--- src/rtl/pic8_pkg.sv ---
package pic8_pkg;
  typedef enum logic [2:0] {
    ST_OFF  = 3'd0,
    ST_BASE = 3'd1,
    ST_CASC = 3'd2,
    ST_MODE = 3'd3,
    ST_RUN  = 3'd4
  } cfg_st_e;

  localparam logic [2:0] OP_SEOI = 3'b011;
  localparam logic [2:0] OP_NEOI = 3'b001;
endpackage

--- src/rtl/pic8_cfg.sv ---
module pic8_cfg
  import pic8_pkg::*;
#(
  parameter int DW = 8,
  parameter int IW = 3
) (
  input  logic             clk_i,
  input  logic             rst_ni,
  input  logic             cs_i,
  input  logic             wr_i,
  input  logic             a0_i,
  input  logic [DW-1:0]    din_i,
  output logic             start_o,
  output logic             cmd_wr_o,
  output logic             ready_o,
  output logic [DW-1:0]    imr_o,
  output logic [DW-IW-1:0] base_o,
  output logic [DW-1:0]    casc_o,
  output logic             aeoi_o,
  output logic             rd_isr_o
);
  cfg_st_e st_q;
  logic    wr_even, wr_odd;

  assign wr_even  = cs_i && wr_i && !a0_i;
  assign wr_odd   = cs_i && wr_i && a0_i;
  assign start_o  = wr_even && din_i[4];
  assign ready_o  = (st_q == ST_RUN);
  // end-of-interrupt command group: bits 4:3 both clear
  assign cmd_wr_o = wr_even && ready_o && !din_i[4] && !din_i[3];

  always_ff @(posedge clk_i or negedge rst_ni) begin
    if (!rst_ni) begin
      st_q     <= ST_OFF;
      imr_o    <= '1;
      base_o   <= '0;
      casc_o   <= '0;
      aeoi_o   <= 1'b0;
      rd_isr_o <= 1'b0;
    end else if (start_o) begin
      st_q     <= ST_BASE;
      imr_o    <= '0;
      aeoi_o   <= 1'b0;
      rd_isr_o <= 1'b0;
    end else if (wr_even) begin
      if (ready_o && din_i[3] && din_i[1]) rd_isr_o <= din_i[0];
    end else if (wr_odd) begin
      unique case (st_q)
        ST_BASE: begin base_o <= din_i[DW-1:IW]; st_q <= ST_CASC; end
        ST_CASC: begin casc_o <= din_i;          st_q <= ST_MODE; end
        ST_MODE: begin aeoi_o <= din_i[1];       st_q <= ST_RUN;  end
        ST_RUN:  imr_o <= din_i;
        default: ;
      endcase
    end
  end
endmodule

--- src/rtl/pic8_req.sv ---
module pic8_req #(
  parameter int N = 8
) (
  input  logic         clk_i,
  input  logic         rst_ni,
  input  logic         clr_all_i,
  input  logic [N-1:0] ir_i,
  input  logic [N-1:0] level_i,
  input  logic [N-1:0] ack_clr_i,
  output logic [N-1:0] irr_o
);
  logic [N-1:0] ir_q;

  always_ff @(posedge clk_i or negedge rst_ni) begin
    if (!rst_ni) ir_q <= '0;
    else         ir_q <= ir_i;
  end

  for (genvar g = 0; g < N; g++) begin : g_line
    logic nxt;
    always_comb begin
      if (clr_all_i || ack_clr_i[g]) nxt = 1'b0;
      else if (level_i[g])           nxt = ir_i[g];
      else                           nxt = ir_i[g] && (irr_o[g] || !ir_q[g]);
    end
    always_ff @(posedge clk_i or negedge rst_ni) begin
      if (!rst_ni) irr_o[g] <= 1'b0;
      else         irr_o[g] <= nxt;
    end
  end
endmodule

--- src/rtl/pic8_prio.sv ---
module pic8_prio #(
  parameter int N  = 8,
  parameter int IW = 3
) (
  input  logic [N-1:0]  irr_i,
  input  logic [N-1:0]  imr_i,
  input  logic [N-1:0]  isr_i,
  output logic [IW-1:0] req_idx_o,
  output logic          isr_hit_o,
  output logic [IW-1:0] isr_idx_o,
  output logic          int_req_o
);
  logic [N-1:0] pend;
  logic         req_hit;

  assign pend = irr_i & ~imr_i;

  always_comb begin
    req_hit   = 1'b0;
    req_idx_o = '0;
    isr_hit_o = 1'b0;
    isr_idx_o = '0;
    for (int i = N - 1; i >= 0; i--) begin
      if (pend[i])  begin req_hit   = 1'b1; req_idx_o = IW'(i); end
      if (isr_i[i]) begin isr_hit_o = 1'b1; isr_idx_o = IW'(i); end
    end
    int_req_o = req_hit && (!isr_hit_o || (req_idx_o < isr_idx_o));
  end
endmodule

--- src/rtl/pic8_core.sv ---
module pic8_core
  import pic8_pkg::*;
#(
  parameter int DW     = 8,
  parameter int NUM_IR = 8
) (
  input  logic                      clk_i,
  input  logic                      rst_ni,
  input  logic                      cs_i,
  input  logic                      wr_i,
  input  logic                      rd_i,
  input  logic                      a0_i,
  input  logic [DW-1:0]             din_i,
  output logic [DW-1:0]             dout_o,
  input  logic [NUM_IR-1:0]         ir_i,
  input  logic [NUM_IR-1:0]         level_i,
  input  logic                      slave_i,
  input  logic                      inta_i,
  input  logic [$clog2(NUM_IR)-1:0] cas_id_i,
  output logic                      int_o,
  output logic                      cas_en_o,
  output logic [$clog2(NUM_IR)-1:0] cas_id_o
);
  localparam int IW = $clog2(NUM_IR);

  logic              start, cmd_wr, ready, aeoi, rd_isr;
  logic [DW-1:0]     imr_q, casc;
  logic [DW-IW-1:0]  base;
  logic [NUM_IR-1:0] irr_q, isr_q, isr_d, set_vec, eoi_clr;
  logic [IW-1:0]     req_idx, isr_idx;
  logic              isr_hit, int_req;
  logic              ack_ok, take, to_slave;

  pic8_cfg #(.DW(DW), .IW(IW)) cfg_i (
    .clk_i, .rst_ni, .cs_i, .wr_i, .a0_i, .din_i,
    .start_o(start), .cmd_wr_o(cmd_wr), .ready_o(ready), .imr_o(imr_q),
    .base_o(base), .casc_o(casc), .aeoi_o(aeoi), .rd_isr_o(rd_isr)
  );

  pic8_req #(.N(NUM_IR)) req_i (
    .clk_i, .rst_ni, .clr_all_i(start), .ir_i, .level_i,
    .ack_clr_i(set_vec), .irr_o(irr_q)
  );

  pic8_prio #(.N(NUM_IR), .IW(IW)) prio_i (
    .irr_i(irr_q), .imr_i(imr_q[NUM_IR-1:0]), .isr_i(isr_q),
    .req_idx_o(req_idx), .isr_hit_o(isr_hit), .isr_idx_o(isr_idx),
    .int_req_o(int_req)
  );

  assign int_o    = ready && int_req;
  assign ack_ok   = ready && inta_i && (!slave_i || (cas_id_i == casc[IW-1:0]));
  assign take     = ack_ok && int_req;
  assign to_slave = take && !slave_i && casc[req_idx];

  always_comb begin
    for (int i = 0; i < NUM_IR; i++) begin
      set_vec[i] = take && (req_idx == IW'(i));
      eoi_clr[i] = cmd_wr &&
                   (((din_i[7:5] == OP_SEOI) && (din_i[IW-1:0] == IW'(i))) ||
                    ((din_i[7:5] == OP_NEOI) && isr_hit && (isr_idx == IW'(i))));
    end
    isr_d = (isr_q & ~eoi_clr) | (aeoi ? '0 : set_vec);
  end

  always_ff @(posedge clk_i or negedge rst_ni) begin
    if (!rst_ni)    isr_q <= '0;
    else if (start) isr_q <= '0;
    else            isr_q <= isr_d;
  end

  always_ff @(posedge clk_i or negedge rst_ni) begin
    if (!rst_ni) begin
      dout_o   <= '0;
      cas_en_o <= 1'b0;
      cas_id_o <= '0;
    end else begin
      cas_en_o <= to_slave;
      cas_id_o <= to_slave ? req_idx : '0;
      if (ack_ok && !to_slave)
        dout_o <= {base, (take ? req_idx : {IW{1'b1}})};
      else if (cs_i && rd_i)
        dout_o <= a0_i ? imr_q : (rd_isr ? DW'(isr_q) : DW'(irr_q));
    end
  end
endmodule

--- config.mk ---
export PLATFORM = sky130hd
export DESIGN_NAME = pic8_core
export DESIGN_NICKNAME = d
export VERILOG_FILES = /design/src/rtl/pic8_pkg.sv /design/src/rtl/pic8_cfg.sv /design/src/rtl/pic8_req.sv /design/src/rtl/pic8_prio.sv /design/src/rtl/pic8_core.sv
export SDC_FILE = /design/constraint.sdc
export NUM_CORES = 1
export LEC_CHECK = 0
export CAP_MARGIN = 20
export CORE_MARGIN = 3
export CORE_UTILIZATION = 50
export DETAILED_ROUTE_END_ITERATION = 10
export HOLD_SLACK_MARGIN = 0.02
export PLACE_DENSITY = 0.87
export SETUP_SLACK_MARGIN = 0.3
export SKIP_LAST_GASP = 1
export SLEW_MARGIN = 20
export SYNTH_ARGS = -nofsm -noshare
export SYNTH_HDL_FRONTEND = slang
export SYNTH_HIERARCHICAL = 1
export SYNTH_SLANG_ARGS = --single-unit
--- constraint.sdc ---
create_clock -name clk_i -period 3.45 [get_ports clk_i]
set_input_delay 0.69 -clock clk_i [delete_from_list [all_inputs] [get_ports clk_i]]
set_output_delay 0.69 -clock clk_i [all_outputs]
set_load 0.01 [all_outputs]
-- Word-level counts from Yosys, hierarchy flattened
Index checks and enable logic that the tools add are counted.
Widths: inputs -> output; s select.
- output and inout port bits: 13
- logic and storage cells: 245
- bits in registers: 62
- equality and inequality tests: 29
- bitwise gates (word level): 7
- reduce and logical (&&, ||, !) cells: 115
- $lt $le $gt $ge: 2
- muxes and demuxes: 73
- operators with widths (operator ; count):
    $mux 8 ; 10
    $mux 3 ; 21
    $logic_and 1x1->1 ; 59
    $mux 1 ; 40
    $eq 3x3->1 const B ; 13
    $eq 3x2->1 const B ; 9
    $logic_or 1x1->1 ; 26
    $and 8x8->8 ; 2
    $not 8->8 ; 2
    $eq 3x1->1 const B ; 5
    $logic_not 1->1 ; 14
    $reduce_bool 2->1 ; 6
    $logic_not 3->1 ; 3
    $pmux 3 s3 ; 1
    $reduce_and 3->1 ; 3
    $or 8x8->8 ; 1
    $reduce_and 4->1 ; 2
    $lt 3x4->1 const B ; 1
    $reduce_bool 4->1 ; 1
    $bmux 1 s3 ; 1
    $eq 3x3->1 ; 1
    $lt 3x3->1 ; 1
    $ne 2x1->1 const B ; 1
    $not 1->1 ; 2
    $reduce_and 2->1 ; 1

-- Depth between registers and ports, before layout
Gate-level depths: netlist of the first run.
- depth in word-level cells: 19
- depth in mapped cells: 13

-- Cells and area by module
Netlist of the first run, hierarchy kept.
- modules (own cells, without submodules) (module ; seq. area each (µm²) ; instances ; area each (µm²) ; cells an instance):
    pic8_core ; 500.5 ; 1 ; 1412.6 ; 168
    pic8_cfg ; 660.6 ; 1 ; 1221.2 ; 100
    pic8_req ; 400.4 ; 1 ; 580.6 ; 39
    pic8_prio ; 0.0 ; 1 ; 311.5 ; 46

-- Least setup slack after synthesis of the first run
Ideal clock, no wire load.
- kind: register to register
- from: register cfg_i.imr_o[0]
- to: register dout_o[3]
- arrival time: 3216 ps
- stages on the path, launching flop included: 14
- buffers on the path: 1
- library setup time: 125 ps
- setup slack: 109 ps
- period minus slack after synthesis: 3341 ps
- required time: 3325 ps
- cells stage by stage: dfstp_2 nor2b_4 nand2b_1 nor3_1 nor2b_1 ha_1 a21oi_1 nand3b_1 a32oi_1 nand2b_1 nor4_1 or2_1 buf_2 mux2_2
- cells in the longest elaborated chain, start to end: 12
- elaborated cells on any way between the ends: 16
- those cells by class: 1 x order compare; 5 x mux; 2 x bitwise; 8 x reduce/logical
- ends and longest elaborated chain (item ; RTL line ; text):
    from (decl) ; pic8_cfg.sv:16 ; output logic [DW-1:0] imr_o,
    from (signal assigned) ; pic8_cfg.sv:52 ; ST_RUN: imr_o <= din_i;
    $not 8->8 (*) ; pic8_prio.sv:16 ; assign pend = irr_i & ~imr_i;
    $and 8x8->8 (*) ; pic8_prio.sv:16 ;
    $mux 3 (*) ; pic8_prio.sv:24 ; if (pend[i]) begin req_hit = 1'b1; req_idx_o = IW'(i); end
    net req_idx[2] ; pic8_core.sv:30 ; logic [IW-1:0] req_idx, isr_idx;
    $lt 3x3->1 (*) ; pic8_prio.sv:27 ; int_req_o = req_hit && (!isr_hit_o || (req_idx_o < isr_idx_o));
    $logic_or 1x1->1 (*) ; pic8_prio.sv:27 ;
    $logic_and 1x1->1 (*) ; pic8_prio.sv:27 ;
    net int_req ; pic8_core.sv:31 ; logic isr_hit, int_req;
    $logic_and 1x1->1 (*) ; pic8_core.sv:53 ; assign take = ack_ok && int_req;
    $logic_and 1x1->1 (*) (2 in series) ; pic8_core.sv:54 ; assign to_slave = take && !slave_i && casc[req_idx];
    $logic_not 1->1 (*) ; pic8_core.sv:80 ; if (ack_ok && !to_slave)
    $logic_and 1x1->1 (*) ; pic8_core.sv:80 ;
    $mux 8 or $reduce_bool 2->1 (tied branches) ; - ;
    to (signal assigned) ; pic8_core.sv:81 ; dout_o <= {base, (take ? req_idx : {IW{1'b1}})};
    to (signal assigned) ; pic8_core.sv:83 ; dout_o <= a0_i ? imr_q : (rd_isr ? DW'(isr_q) : DW'(irr_q));
    to (decl) ; pic8_core.sv:14 ; output logic [DW-1:0] dout_o,
Mark *: on every way through the listed nets, which the timed path passes. The rest lies on a longest branch. The select of a mux whose other input is x is not followed.
A chain may end at the register's enable or synchronous reset.

-- Final worst setup path of the first run
- from: register cfg_i.imr_o[0]
- to: output int_o
- cells in the longest elaborated chain, start to end: 7
- elaborated cells on any way between the ends: 8
- those cells by class: 1 x order compare; 2 x mux; 2 x bitwise; 3 x reduce/logical
- ends and longest elaborated chain (item ; RTL line ; text):
    $not 8->8 ; pic8_prio.sv:16 ;
    $and 8x8->8 ; pic8_prio.sv:16 ;
    $mux 3 ; pic8_prio.sv:24 ;
    net req_idx[2] ; pic8_core.sv:30 ;
    $lt 3x3->1 ; pic8_prio.sv:27 ;
    $logic_or 1x1->1 ; pic8_prio.sv:27 ;
    $logic_and 1x1->1 ; pic8_prio.sv:27 ;
    net int_req ; pic8_core.sv:31 ;
    $logic_and 1x1->1 ; pic8_core.sv:51 ; assign int_o = ready && int_req;
    to (decl) ; pic8_core.sv:20 ; output logic int_o,
The timed path passes the listed nets, and every way through them passes these cells.

==> results of run 1 <==
[critical path, stage by stage (launching register included)]
cell and delay (ps):
dfstp_2 570, nor2b_4 60, nand2b_4 150, nor3_4 210
nor2b_4 210, ha_4 230, a21oi_4 150, nand3b_1 110
a32oi_2 240, and2_1 170, buf_2 130
[power by group]
group          internal (mW)  switching (mW)
combinational          0.323           0.288
sequential             0.858           0.122
clock                  0.317           0.286
[area by class of cell]
cell class | count | area, µm²
repair buffers | 74 | 674.4
multi-input cells | 254 | 2036
inverters | 24 | 90.09
fillers | 462 | 1939
flip-flops and latches | 62 | 1562
clock inverters | 3 | 17.52
clock buffers | 13 | 168.9
well taps | 93 | 116.4
[sequential cells by signal (all words and copies together), names as in the netlist]
| register | flops |
|---|---|
| cfg_i/base_o | 5 |
| cas_en_o | 1 |
| dout_o | 8 |
| isr_q | 8 |
| cfg_i/st_q | 3 |
| cfg_i/imr_o | 8 |
| req_i/irr_o | 8 |
| req_i/ir_q | 8 |
| cfg_i/aeoi_o | 1 |
| cfg_i/rd_isr_o | 1 |
| cfg_i/casc_o | 8 |
| cas_id_o | 3 |
[kinds of logic (layout without fill, tap and decap cells)]
family / after synthesis / count (layout) / share of synthesized area
buffers and inverters: 37 / 114 / 0.04294
XOR/XNOR: 3 / 3 / 0.007453
AO/OA/AOI/OAI: 67 / 67 / 0.1512
flip-flops: 62 / 62 / 0.4429
AND/OR/NAND/NOR: 144 / 144 / 0.2331
multiplexers: 38 / 38 / 0.1153
adder cells (fa/ha/maj): 2 / 2 / 0.007096
[cells in the mapped netlist, types with 6 or more instances]
master     instances  area share
a21oi_1           16       0.023
mux2_2            21       0.067
nor3_1            10       0.014
nor2b_1            6       0.011
nand2b_1          17       0.030
mux2i_1           17       0.048
clkbuf_1           6      0.0064
nor4_1             6       0.011
inv_1             24       0.026
o22ai_1            7       0.012
dfrtp_1           54        0.38
dfstp_2            8       0.060
nand2_1           32       0.034
nor2_1            36       0.038
o21ai_0           10       0.014
a2111oi_2          7       0.030
[layout by cell type (no fill, tap or decap), drive strengths merged, types with 9 or more instances in the layout]
master         netlist  layout
mux2i               17      17
o21ai               11      11
nor3                10      10
a21oi               16      16
nor2                37      37
mux2                21      21
clkdlybuf4s50        0      45
nand2b              17      17
dfrtp               54      54
buf                  7      29
nand2               32      32
inv                 24      24
nor2b               10      10
clkbuf               6      13
a2111oi              9       9
[path summary, 6_finish.rpt]
path / startpoint / endpoint
worst max-delay path: cfg_i/imr_o[0] / int_o
worst min-delay path: req_i/ir_q[4] / req_i/irr_o[4]
worst max register to register: cfg_i/imr_o[0] / isr_q[4]
worst min register to register: req_i/ir_q[4] / req_i/irr_o[4]
max in group asynchronous: rst_ni / isr_q[6]
min in group asynchronous: rst_ni / cfg_i/st_q[2]
[per-layer routing]
metal | part of all wire | vias up | global-route usage
met3 | 0.068 | 36 | 0.05259
met2 | 0.49 | 153 | 0.3784
met4 | 0.032 | 0 | 0.1327
met1 | 0.41 | 1546 | 0.3062
met5 | 0 | - | 0
li1 | - | 1420 | -
[stage by stage]
| step | worst slack (ps) | std cells |
|---|---|---|
| floorplan | 308.6 | 353 |
| global placement | 77.74 | 495 |
| detailed placement | -45.98 | 495 |
| CTS | 269.5 | 521 |
| global route | 91.54 | 523 |
| finish | 203.3 | 523 |
[repair_timing]
item                       in CTS  in global routing
pin swaps                       9                 12
setup endpoints to repair      18                 25
hold endpoints to repair        0                  0
gates cloned                    0                  0
resized for setup              21                 28
buffers inserted               10                  2
==> key figures, run 1 <==
GRT
  – Total track usage: 0.2395
  – Antenna violations before repair: 0
  – Largest net degree at the start of global routing: 42
  – First-pass GRT wire length: roughly 16 mm
  – Grt ovf: 0
  – Vias in the first global route: 3,151

Power and ir drop
  – Worst vdd ir: 0.0003448 V
  – PwrDens: 470.7 mW/mm²
  – Leakage power total: 1.968 nW
  – Final Power: approximately 2.2 mW

Worst hold path
  – Worst hold path class: flip-flop to flip-flop
  – WHS Path Cells: 1

Synth
  – Synthesized Nets: 390
  – Post-synth EDFFs: 0
  – Synth Area per Inst: ~10 µm²
  – Yosys warning total: 6
  – Number of distinct library cells after synthesis: 55
  – Async set-or-reset flop fraction in the synthesized netlist: 1.000
  – Mapped Area: 0.003526 mm²
  – Part of the Yosys area used for sequential elements: 0.4429
  – Synth Flop Type: dfrtp_1
  – Cell count after synthesis: between 300 and 400
  – Post-synthesis register bit count: 62

Timing
  – Minimum clock period: between 3000 and 4000 ps
  – Slew @ Worst Pin: about 910 ps
  – TNS Setup: 0 ps
  – Worst Clk Skew: 6.559 ps
  – RSZ-0062 raised after global routing: true
  – Part of the cycle the worst path needs: 0.9411
  – Final hold slack: about 440 ps
  – Setup violations, final: 0
  – Final hold violations: 0
  – Final Max Slew Viols: 0
  – Slew margin rel.: 0.3901
  – FMAX: 308.0 MHz

Setup path
  – CP required: 2760 ps
  – Max FO, Critical Path: 4
  – CP startpoint kind: flip-flop
  – Worst EP arrival: 2560 ps
  – Reg2reg setup slack: 220 ps
  – CP endpoint kind: output pin
  – R2R depth: 14
  – Crit path kind: flip-flop to output pin

Route
  – Vias per cell: 6.033
  – Detailed-router iteration count before antenna repair: 7
  – Starting DRT DRC Count: 352
  – Residual DRC: 0
  – Total number of vias: approximately 3,200
  – Wirelength per Cell: 18.84 µm
  – Antenna viol nets, final: 0
  – Final wirelength: slightly below 10 mm

Clocking
  – Clock transition at path regs: about 70 ps
  – H-tree Lvls: 3
  – CTS tree: built
  – Hold-fix buffer count after cts: 0
  – CTS Root Cell: clkbuf_8
  – TritonCTS Sinks: 62
  – CTS buffer count: 9
  – Worst-skew pair later-pin latency: roughly 350 ps
  – Clk buf depth: 2

Placed design
  – Hpwl dp: 6.581 mm
  – Area after DPL: 0.004173 mm²
  – Placer Congestion: 0.9290
  – # port buffers: 47

Final layout
  – Fin nets: 462
  – Antenna Cells: 0
  – Final instance area: 0.004664 mm²
  – Share of cells above drive strength 1: 0.2930
  – Layout Utilization: 0.7063
  – Syn-to-layout area delta: 32.29%

Floorplanning
  – Die H: about 90 µm
  – Die area: 0.008096 mm²
  – Chip Width: 89.98 µm
  – Core box area: 0.006604 mm²
  – Rows: 29
  – IO Pins: 48
  – Initial Util: 0.5339

Run status
  – Outcome: finished clean

Job
  – Maximum capacitance violations: 0
(Power assumes the default switching activity.)
==> inputs of run 2 (changes only) <==
HOLD_SLACK_MARGIN = unset   (was 0.02)
PLACE_DENSITY = 0.77   (was 0.87)
==> run 2 against run 1 <==
Net effect:
- core utilization fell by 1.1 points
- via count fell by 3.6%
- critical path depth did not move
- combinational power fell by 6.2%
- critical endpoint unchanged
- largest power group unchanged
==> key figures, run 2 (same netlist as run 1, synthesis figures left out) <==
Run status
  – Outcome: finished clean

Floorplanning
  – Die H: 89.98 µm
  – Chip Width: 89.98 µm
  – Initial Util: 0.5339
  – Die area: 0.008096 mm²
  – IO Pins: 48
  – Rows: 29
  – Core box area: around 0.0066 mm²

Route
  – Antenna viol nets, final: 0
  – Detailed-router iteration count before antenna repair: 4
  – Total number of vias: ~3,000
  – Vias per cell: about 6
  – Starting DRT DRC Count: 302
  – Final wirelength: 9.309 mm
  – Wirelength per Cell: around 18 µm
  – Residual DRC: 0

Setup path
  – Worst EP arrival: 2430 ps
  – CP startpoint kind: flip-flop
  – Reg2reg setup slack: 340 ps
  – R2R depth: 13
  – CP endpoint kind: output pin
  – Max FO, Critical Path: 3
  – Beginning of the critical path: cfg_i/imr_o[7]
  – Reg2reg end: dout_o[1]
  – Crit path kind: flip-flop to output pin
  – Reg2reg start: cfg_i/imr_o[7]
  – CP required: 2760 ps

Power and ir drop
  – Worst vdd ir: about 0.00037 V
  – PwrDens: 497.8 mW/mm²
  – Leakage power total: 1.948 nW

Timing
  – Setup violations, final: 0
  – Worst Clk Skew: ~7.6 ps
  – Final Max Slew Viols: 0
  – RSZ-0062 raised after global routing: true
  – Part of the cycle the worst path needs: 0.9054
  – Minimum clock period: 3124 ps
  – Slew @ Worst Pin: 824.6 ps
  – Slew margin rel.: 0.4502
  – Final hold violations: 0
  – TNS Setup: 0 ps
  – FMAX: 320.2 MHz
  – Final hold slack: 436.7 ps

Final layout
  – Most common cell after layout, fill and taps aside: dfrtp_1
  – Register Area: roughly 0.0016 mm²
  – Share of cells above drive strength 1: 0.2640
  – # fillers: between 400 and 500
  – Area occupied by multi-input gates: around 0.0019 mm²
  – Commonest non-fill, non-tap cells in the layout: dfrtp_1 (54), clkdlybuf4s50_1 (45), nor2_1 (34)
  – Fin nets: 460
  – Syn-to-layout area delta: 30.23%
  – Antenna Cells: 0

Clocking
  – Clock transition at path regs: roughly 70 ps
  – CTS buffer count: 9
  – H-tree Lvls: 3
  – Clk buf depth: 2
  – Worst-skew pair later-pin latency: between 300 and 400 ps
  – CTS tree: built
  – CTS Root Cell: clkbuf_8
  – Hold-fix buffer count after cts: 0
  – TritonCTS Sinks: 62

Worst hold path
  – Worst hold path class: input port to async pin

Job
  – Maximum capacitance violations: 0

Placed design
  – Placer Congestion: 0.9037
  – Hpwl dp: 6.727 mm
  – # port buffers: 47

GRT
  – Total track usage: 0.2361
  – Vias in the first global route: 3,004
  – Grt ovf: 0
  – Antenna violations before repair: 0
  – First-pass GRT wire length: between 15 and 20 mm
  – Largest net degree at the start of global routing: 35
run 2: cell count changes in the layout (fill, tap and decap cells not counted), sizes merged:
cell	previous run	this run
clkbuf	13	11
clkinvlp	1	2
bufinv	0	2
buf	29	27
inv	24	23
run 2: per-stage QoR:
stage / std cells / instance area [µm²] / setup slack (ps) / utilization / power, mW
final: 521 / 4592 / 326.5 / 0.6953 / 2.286
after global routing: 521 / 4592 / 261.4 / 0.6953 / 2.393
after CTS: 518 / 4528 / 301.9 / 0.6857 / 2.257
after detailed placement: 496 / 4180 / 8.787 / 0.6330 / 1.492
after global placement: 496 / 4180 / 125.2 / 0.6330 / 1.471
after floorplan: 353 / 3540 / 308.6 / - / 1.291
run 2: area by class of cell:
type | count | area share
clock inverter | 5 | 0.01771
tap | 93 | 0.02534
inverter | 24 | 0.02044
clock buffer | 11 | 0.03297
sequential | 62 | 0.3401
multi-input combinational | 254 | 0.4223
timing repair buffer | 72 | 0.1411
run 2: critical path: stages, from the launching register on:
cell	delay (ps)
dfstp_2	540
nand2b_4	140
o21ai_4	60
a311oi_2	230
nor2_2	100
ha_2	210
a21oi_4	160
nand3b_1	120
a32oi_2	210
and2_1	170
buf_2	130
run 2: worst max path at each step:
| stage | to | slack [ps] | depth (start not counted) |
|---|---|---|---|
| after floorplan | isr_q[4] | 310 | 13 |
| after global placement | int_o | 130 | 10 |
| after detailed placement | int_o | 9 | 10 |
| after CTS | int_o | 300 | 10 |
| after global routing | int_o | 260 | 10 |
| final | int_o | 330 | 10 |
run 2: routing by layer:
layer | vias to the layer above | global-route usage | routed length [µm]
li1 | 1404 | - | -
met1 | 1507 | 0.3109 | 3940
met2 | 107 | 0.3753 | 4434
met3 | 23 | 0.07095 | 724
met4 | 0 | 0.07653 | 210
met5 | - | 0 | 0
run 2: repair_timing:
item | CTS | global route
gates cloned | 0 | 0
gates resized for setup | 18 | 10
setup buffers | 6 | 3
pin swaps | 7 | 2
setup endpoints to repair | 17 | 16
hold endpoints to repair | 0 | 0
run 2: report_power, final:
part	total, mW	leakage (nW)	switching, mW	internal (mW)
clock	0.740	0.116	0.294	0.446
sequential	0.973	0.770	0.115	0.858
combinational	0.573	1.06	0.263	0.310
total	2.29	1.95	0.672	1.61
==> inputs of run 3 (changes only) <==
CORE_MARGIN = unset   (was 3)
==> run 3 against run 2 <==
Net effect:
- maximum frequency is 3.5% lower
- via count is 3.3% higher
- highest routed layer unchanged
- total power is 3.4% lower
- largest cell class unchanged
- combinational power is 3% higher
- core utilization is 1.9 points lower
- clock-buffer cell count is 1 lower
- first-iteration DRC count is 25% lower
- cell count is 1.2% higher
- critical path type unchanged
- non-clock buffer count is 3 higher
==> key figures, run 3 (same netlist as run 1, synthesis figures left out) <==
Timing
  – Slew margin rel.: 0.4742
  – Final Max Slew Viols: 0
  – Setup violations, final: 0
  – Part of the cycle the worst path needs: 0.9380
  – Minimum clock period: 3236 ps
  – Slew @ Worst Pin: around 790 ps
  – TNS Setup: 0 ps
  – Worst Clk Skew: just over 7 ps
  – Final hold violations: 0
  – Final WS setup: approximately 210 ps
  – RSZ-0062 raised after global routing: true
  – FMAX: just over 300 MHz
  – Final hold slack: 440.8 ps

Final layout
  – # fillers: 528
  – Syn-to-layout area delta: 30.41%
  – Fin nets: ~460
  – Commonest non-fill, non-tap cells in the layout: dfrtp_1 (54), clkdlybuf4s50_1 (45), nor2_1 (35)
  – Fin cells: 527
  – Antenna Cells: 0
  – Share of cells above drive strength 1: 0.2784
  – Most common cell after layout, fill and taps aside: dfrtp_1

Setup path
  – Worst path cell trace: nor2b_4 -> nand2b_4 -> nor3_4 -> nor2b_4 -> ha_4 -> a21oi_4 -> nand3b_1 -> a32oi_2 -> and2_1 -> buf_2
  – CP required: 2760 ps
  – Max incr delay on CP: 560 ps
  – Crit path kind: flip-flop to output pin
  – Reg2reg start: cfg_i/imr_o[0]
  – Worst EP arrival: 2550 ps
  – R2R depth: 13
  – Crit path top cell by count: nor2b_4
  – Slowest CP cell: dfstp_2
  – Max FO, Critical Path: 3
  – CP startpoint kind: flip-flop
  – CP endpoint kind: output pin
  – Beginning of the critical path: cfg_i/imr_o[0]

Floorplanning
  – Rows: 30
  – Chip Width: 85.98 µm
  – Die H: ~86 µm
  – Die area: 0.007392 mm²
  – Initial Util: 0.5190
  – IO Pins: 48
  – Core box area: 0.006794 mm²

Route
  – Vias per cell: 5.962
  – Wirelength per Cell: roughly 18 µm
  – Residual DRC: 0
  – Detailed-router iteration count before antenna repair: 5
  – Total number of vias: 3,142
  – Final wirelength: about 9.5 mm
  – Antenna viol nets, final: 0
  – Starting DRT DRC Count: approximately 230

Clocking
  – Worst-skew pair later-pin latency: 350 ps
  – CTS buffer count: 9
  – CTS Root Cell: clkbuf_8
  – Clock transition at path regs: 70 ps
  – CTS tree: built
  – H-tree Lvls: 3
  – TritonCTS Sinks: 62
  – Clk buf depth: 2

Worst hold path
  – Worst hold path startpoint: req_i/ir_q[6]
  – Worst hold path class: flip-flop to flip-flop
  – WHS Path Cells: 1

Job
  – Maximum capacitance violations: 0

GRT
  – First-pass GRT wire length: 14.84 mm
  – Total track usage: 0.2670
  – Largest net degree at the start of global routing: 63
  – Vias in the first global route: 2,952
  – Grt ovf: 0
  – Antenna violations before repair: 0

Power and ir drop
  – Leakage power total: 1.965 nW
  – PwrDens: 480.1 mW/mm²
  – Final Power: 2.207 mW
  – Worst vdd ir: 0.0003694 V

Placed design
  – Placer Congestion: 0.8726
  – # port buffers: 47
  – Pre-CTS worst setup slack: -77.32 ps
  – Hpwl dp: between 6 and 7 mm
  – Placed cells: 503

Run status
  – Outcome: finished clean
run 3: cell types whose count changed in the layout (fill, tap and decap cells not counted), sizes merged:
cell,before,now
buf,27,30
clkinv,2,4
bufinv,2,1
clkbuf,11,10
clkinvlp,2,1
inv,23,24
run 3: final cells by class:
cell class / instances / area [µm²] / area share
clock inverters: 6 / 61.31 / 0.01333
inverters: 24 / 90.09 / 0.01959
clock buffers: 10 / 137.6 / 0.02993
repair buffers: 75 / 670.6 / 0.1459
flip-flops and latches: 62 / 1562 / 0.3396
well taps: 96 / 120.1 / 0.02612
multi-input cells: 254 / 1957 / 0.4256
run 3: metal layers:
layer / track usage / vias to the layer above / wire length, µm
li1: - / 1414 / -
met1: 0.3631 / 1546 / 4006
met2: 0.4156 / 152 / 4568
met3: 0.03850 / 30 / 685
met4: 0.1394 / 0 / 286
met5: 0 / - / 0
run 3: path summary, 6_finish.rpt:
kind	to	slack, ps
max in group asynchronous	req_i/irr_o[7]	2420
hold / removal	req_i/irr_o[6]	440
setup / recovery	int_o	210
min in group asynchronous	cas_id_o[2]	500
setup reg to reg	isr_q[4]	230
hold reg to reg	req_i/irr_o[6]	440
run 3: per-stage QoR:
stage,util,cell area (µm²)
3_5_place_dp,0.6203,4214
4_1_cts,0.6593,4479
5_1_grt,0.6768,4598
6_report,0.6768,4598
3_3_place_gp,0.6203,4214
2_1_floorplan,-,3540
run 3: report_power, final:
group | internal (mW) | switching [mW]
logic | 0.314 | 0.276
clock network | 0.350 | 0.295
registers | 0.858 | 0.114
run 3: what timing repair did:
item                                    in CTS  in global routing
hold buffers                                 0                  0
pin swaps                                    6                  7
setup buffers                                5                  3
endpoints found under the setup margin      21                 24
resized for setup                           11                 21
run 3: worst max-delay path, delay by kind of cell (launching register included):
kind            cells  cell delay (ps)
compound gates      2              400
buf+inv             1              120
simple gates        6              910
flops               1              560
fa+ha+maj           1              230
